$ cat src/rtl/spw_pkg.sv
package spw_pkg;
    typedef enum logic [1:0] {
        TB_FREE   = 2'b00,
        TB_RSV1   = 2'b01,
        TB_SINGLE = 2'b10,
        TB_RSV3   = 2'b11
    } tb_mode_e;
endpackage

$ cat src/rtl/spw_timebase.sv
module spw_timebase #(
    parameter int CNT_W = 16
) (
    input  logic             clk,
    input  logic             rst_n,
    input  logic [1:0]       mode,
    input  logic             set_req,
    input  logic             clr_req,
    input  logic [CNT_W-1:0] per,
    output logic [CNT_W-1:0] cnt_nx,
    output logic             en_nx,
    output logic [CNT_W-1:0] cnt_o,
    output logic             en_o,
    output logic             irq_o
);
    import spw_pkg::*;

    typedef struct packed {
        logic [CNT_W-1:0] cnt;
        logic             en;
        logic             irq;
    } tb_state_t;

    tb_state_t st_d, st_q;
    logic      one_shot;

    assign one_shot = (mode == TB_SINGLE);

    always_comb begin
        st_d     = st_q;
        st_d.irq = 1'b0;
        if (!st_q.en) begin
            st_d.cnt = '0;
            st_d.en  = set_req && !clr_req;
        end else if (clr_req) begin
            st_d.cnt = '0;
            st_d.en  = 1'b0;
        end else if (st_q.cnt == per) begin
            st_d.cnt = '0;
            if (one_shot) begin
                st_d.en  = 1'b0;
                st_d.irq = 1'b1;
            end
        end else begin
            st_d.cnt = st_q.cnt + 1'b1;
        end
    end

    always_ff @(posedge clk or negedge rst_n) begin
        if (!rst_n) st_q <= '0;
        else        st_q <= st_d;
    end

    assign cnt_nx = st_d.cnt;
    assign en_nx  = st_d.en;
    assign cnt_o  = st_q.cnt;
    assign en_o   = st_q.en;
    assign irq_o  = st_q.irq;
endmodule

$ cat src/rtl/spw_chan.sv
module spw_chan #(
    parameter int CNT_W      = 16,
    parameter bit ACTIVE_LOW = 1'b0
) (
    input  logic             clk,
    input  logic             rst_n,
    input  logic [CNT_W-1:0] cnt_nx,
    input  logic             en_nx,
    input  logic [CNT_W-1:0] duty,
    output logic             pin
);
    typedef struct packed {
        logic act;
    } ch_state_t;

    ch_state_t st_d, st_q;

    always_comb begin
        st_d.act = en_nx && (cnt_nx < duty);
    end

    always_ff @(posedge clk or negedge rst_n) begin
        if (!rst_n) st_q <= '0;
        else        st_q <= st_d;
    end

    assign pin = st_q.act ^ ACTIVE_LOW;
endmodule

$ cat src/rtl/spulse_pwm.sv
module spulse_pwm #(
    parameter int CNT_W      = 16,
    parameter int NUM_CH     = 4,
    parameter bit ACTIVE_LOW = 1'b0
) (
    input  logic                    clk,
    input  logic                    rst_n,
    input  logic [1:0]              tb_mode,
    input  logic                    en_set,
    input  logic                    en_clr,
    input  logic [CNT_W-1:0]        period,
    input  logic [NUM_CH*CNT_W-1:0] duty,
    output logic [NUM_CH-1:0]       pwm_pin,
    output logic                    en_stat,
    output logic                    irq,
    output logic [CNT_W-1:0]        count
);
    logic [CNT_W-1:0] cnt_nx;
    logic             en_nx;

    spw_timebase #(.CNT_W(CNT_W)) u_tb (
        .clk     (clk),
        .rst_n   (rst_n),
        .mode    (tb_mode),
        .set_req (en_set),
        .clr_req (en_clr),
        .per     (period),
        .cnt_nx  (cnt_nx),
        .en_nx   (en_nx),
        .cnt_o   (count),
        .en_o    (en_stat),
        .irq_o   (irq)
    );

    for (genvar g = 0; g < NUM_CH; g++) begin : g_ch
        spw_chan #(.CNT_W(CNT_W), .ACTIVE_LOW(ACTIVE_LOW)) u_ch (
            .clk    (clk),
            .rst_n  (rst_n),
            .cnt_nx (cnt_nx),
            .en_nx  (en_nx),
            .duty   (duty[g*CNT_W +: CNT_W]),
            .pin    (pwm_pin[g])
        );
    end
endmodule

$ cat config.mk
export PLATFORM = sky130hd
export DESIGN_NAME = spulse_pwm
export DESIGN_NICKNAME = d
export VERILOG_FILES = /design/src/rtl/spw_pkg.sv /design/src/rtl/spw_timebase.sv /design/src/rtl/spw_chan.sv /design/src/rtl/spulse_pwm.sv
export SDC_FILE = /design/constraint.sdc
export NUM_CORES = 1
export LEC_CHECK = 0
export ABC_AREA = 1
export BUFFER_PORTS_ARGS = -buffer_cell sky130_fd_sc_hd__buf_2
export CORE_MARGIN = 5
export CORE_UTILIZATION = 33
export CTS_BUF_LIST = sky130_fd_sc_hd__clkbuf_4 sky130_fd_sc_hd__clkbuf_8
export DETAILED_ROUTE_END_ITERATION = 10
export HOLD_SLACK_MARGIN = 0.08
export SYNTH_ARGS = -nofsm -noshare
export SYNTH_HDL_FRONTEND = slang
export SYNTH_SLANG_ARGS = --single-unit
$ cat constraint.sdc
create_clock -name clk -period 7.4 [get_ports clk]
set_input_delay 0.37 -clock clk [delete_from_list [all_inputs] [get_ports clk]]
set_output_delay 0.37 -clock clk [all_outputs]
set_load 0.005 [all_outputs]
==> metrics <==
status complete, no violations; hold buffers post-CTS 0; mux contribution to synthesized area 0%; Post-DRT Antenna Nets 0; Core Area 0.00855 sq mm; Initial Util 33.4%; worst skew pair latency 0.26 ns; pin count of the biggest net entering global routing 23; io pins 108; fmax 319 MHz; P per Cell Area 77.3 mW/mm^2; WL met3 450 um; Max Clock Skew a little under 0.007 ns; RSZ-0062 raised after global routing false; grt total ovfl 0; post-synth cell types 31; Pre-antenna DRT Iters 4; XOR/XNOR share of the synthesized area 1.84%; Cell Rows 34; Final Setup Violations 0; final count of pins violating max slew 0; combinational share of power 27.0%; layout net count 682; TritonCTS Sinks 22; switch share 29.3%; Seq/Total Area, Yosys between 15 and 20%; switching pwr 80.2 uW; main combinational cell family by area after synthesis simple AND/OR/NAND/NOR gates; Post-CTS Setup Inserts 0; CTS root buf clkbuf_8; arrival time at the worst endpoint between 3 and 4 ns; max_cap viols 0; Synth Area in Simple Gates between 20% and 30%; Mapped Cells 427; Port-buffer cells about 110; Peak VDD IR slightly above 0.04 mV; vias in the first global route 2903; syn nets between 500 and 600; Clock Power Share 27.6%; drt total wl just under 8 mm; ANT cells 0; per-cell routed wire length 12.2 um; GPL Wtd Cong 0.850; wl on met1 3.51 mm; crit path kind flop to flop; Top Metal Used met4; Slew headroom a little under 50%; synth-to-layout area growth 23.9%; TritonCTS Buffers 3; die height between 100 and 150 um; fin crit period 3.14 ns; hpwl dp 6.90 mm; Post-Syn Area 0.00285 sq mm; CTS Buffer Depth 2; first-pass GRT wire length between 10 and 15 mm; DR WL met2 3.74 mm; period utilisation layout 42.4%; vias per cell 4.55; critical path required time between 7 and 8 ns; drt initial violations 50; layout cells sized above 1 24.0%; Leakage 2.26 nW; most frequent cells in the layout 108 x nand2_1, 107 x buf_2, 100 x inv_1; Synth Area in Compound Gates between 10% and 20%; Synth Area in Adders 26.8%; htree depth 1; via count 2914; die area 0.0106 sq mm; internal power slightly below 200 uW; post_cts resized 0; TritonCTS clock tree built; sequential share of power 45.4%; global router's overall resource usage 14.5%; Final Total Pwr 273 uW; HP Class input pin to asynchronous set/reset pin; DR DRC count 0; Avg Cell Area, Syn 6.68 sq um; CP endpoint kind flop; TNS Setup 0 ns; FF+latch count, synth 22; initial antenna violation count 0; Ys Warns 0; Final Util ~41%; final hold vios 0; leading cell type in the layout, fill and taps excluded nand2_1; Worst Tran Pin Value between 0.7 and 0.8 ns; filler instances approximately 910; CP Launch Type flop; die span in x 103 um; CTS clk-pin slew, worst paths 0.08 ns; Multi-input gate area ~0.0019 sq mm; FF/Latch Area 551 sq um; Worst Path Max Fanout 10
[kinds of logic (layout without fill, tap and decap cells)]
| kind of cell | after synthesis | after routing |
|---|---|---|
| xor+xnor | 6 | 6 |
| buf+inv | 109 | 215 |
| simple gates | 184 | 184 |
| fa+ha+maj | 61 | 61 |
| compound gates | 45 | 45 |
| flops | 22 | 22 |
[through the flow]
| step | setup slack (ns) | instances | hold WS (ns) | instance area, sq um |
|---|---|---|---|---|
| floorplan | 4.90 | 427 | 0.0744 | 2850 |
| global placement | 4.32 | 638 | 0.390 | 3490 |
| detailed placement | 4.25 | 638 | 0.396 | 3490 |
| CTS | 4.21 | 641 | 0.102 | 3530 |
| global route | 3.97 | 641 | 0.137 | 3530 |
| finish | 4.26 | 641 | 0.0914 | 3530 |
[Yosys cell counts]
library cell | instances | area, sq um
o21ai_0 | 2 | 10.0
a31oi_1 | 3 | 18.8
nor3_1 | 9 | 45.0
nand2_1 | 108 | 405
buf_4 | 4 | 30.0
nor3b_1 | 1 | 7.51
nor4_1 | 1 | 6.26
a211oi_1 | 7 | 52.6
a21o_1 | 3 | 22.5
nor4_2 | 1 | 12.5
clkinv_1 | 1 | 3.75
a21oi_2 | 4 | 35.0
nor3_2 | 1 | 10.0
inv_1 | 100 | 375
dfrtp_1 | 22 | 551
ha_1 | 61 | 763
nand3_1 | 3 | 15.0
nand2_2 | 2 | 12.5
nand3b_1 | 1 | 7.51
xnor2_1 | 1 | 8.76
xor2_1 | 5 | 43.8
nor2_2 | 3 | 18.8
inv_2 | 4 | 15.0
nor2_1 | 46 | 173
o2111ai_1 | 4 | 35.0
nand3_2 | 2 | 20.0
a21oi_1 | 20 | 100
nand2_4 | 1 | 11.3
o21a_1 | 1 | 7.51
nand4_1 | 5 | 31.3
o21ai_1 | 1 | 5.00
[path summary, 6_finish.rpt]
path	start	endpoint	slack, ns	cells after the start
setup / recovery	u_tb.cnt_o[8]	g_ch[2].u_ch.pin	4.26	16
hold / removal	rst_n	u_tb.cnt_o[14]	0.09	1
setup reg to reg	u_tb.cnt_o[8]	g_ch[2].u_ch.pin	4.26	16
hold reg to reg	u_tb.en_o	u_tb.irq_o	0.67	4
max in group asynchronous	rst_n	u_tb.cnt_o[7]	6.94	1
min in group clk	en_clr	u_tb.irq_o	0.29	2
[critical path: stages (launching register included)]
cell       delay [ns]
dfrtp_1          0.42
inv_1            0.16
nand2_1          0.07
nand2_1          0.07
nor2_1           0.04
nand2_1          0.06
nor2_1           0.06
nand2_2          0.09
inv_1            0.07
nor2_2           0.24
inv_2            0.15
nor3_1           0.64
ha_1             0.38
a21o_1           0.18
a31oi_1          0.17
o2111ai_1        0.16
a21oi_2          0.14
[cell type report]
type                    instances  area share, %
multi-input cells             296           53.1
flip-flops and latches         22           15.6
repair buffers                107           15.2
inverters                     105           11.2
well taps                     108           3.82
clock buffers                   3           1.17
[flip-flops by register name, summed over array words and instances, names as in the netlist]
| name | count |
|---|---|
| u_tb.cnt_o | 16 |
| u_tb.en_o | 1 |
| u_tb.irq_o | 1 |
| g_ch.u_ch.pin | 4 |
[power by group through the flow]
| stage | sequential (mW) | clock [mW] | combinational [mW] |
|---|---|---|---|
| 5_1_grt | 0.124 | 0.0821 | 0.0864 |
| 3_5_place_dp | 0.127 | 0 | 0.0744 |
| 4_1_cts | 0.124 | 0.0794 | 0.0751 |
| 3_3_place_gp | 0.126 | 0 | 0.0720 |
| 6_report | 0.124 | 0.0755 | 0.0737 |
| 2_1_floorplan | 0.126 | 0 | 0.0389 |
[per-layer routing]
layer,vias to the layer above,global-route usage (%)
met5,-,0
met4,0,4.08
met3,6,0.947
met2,70,26.3
met1,1287,18.5
li1,1551,-
Power figures use the tool's default switching activity.
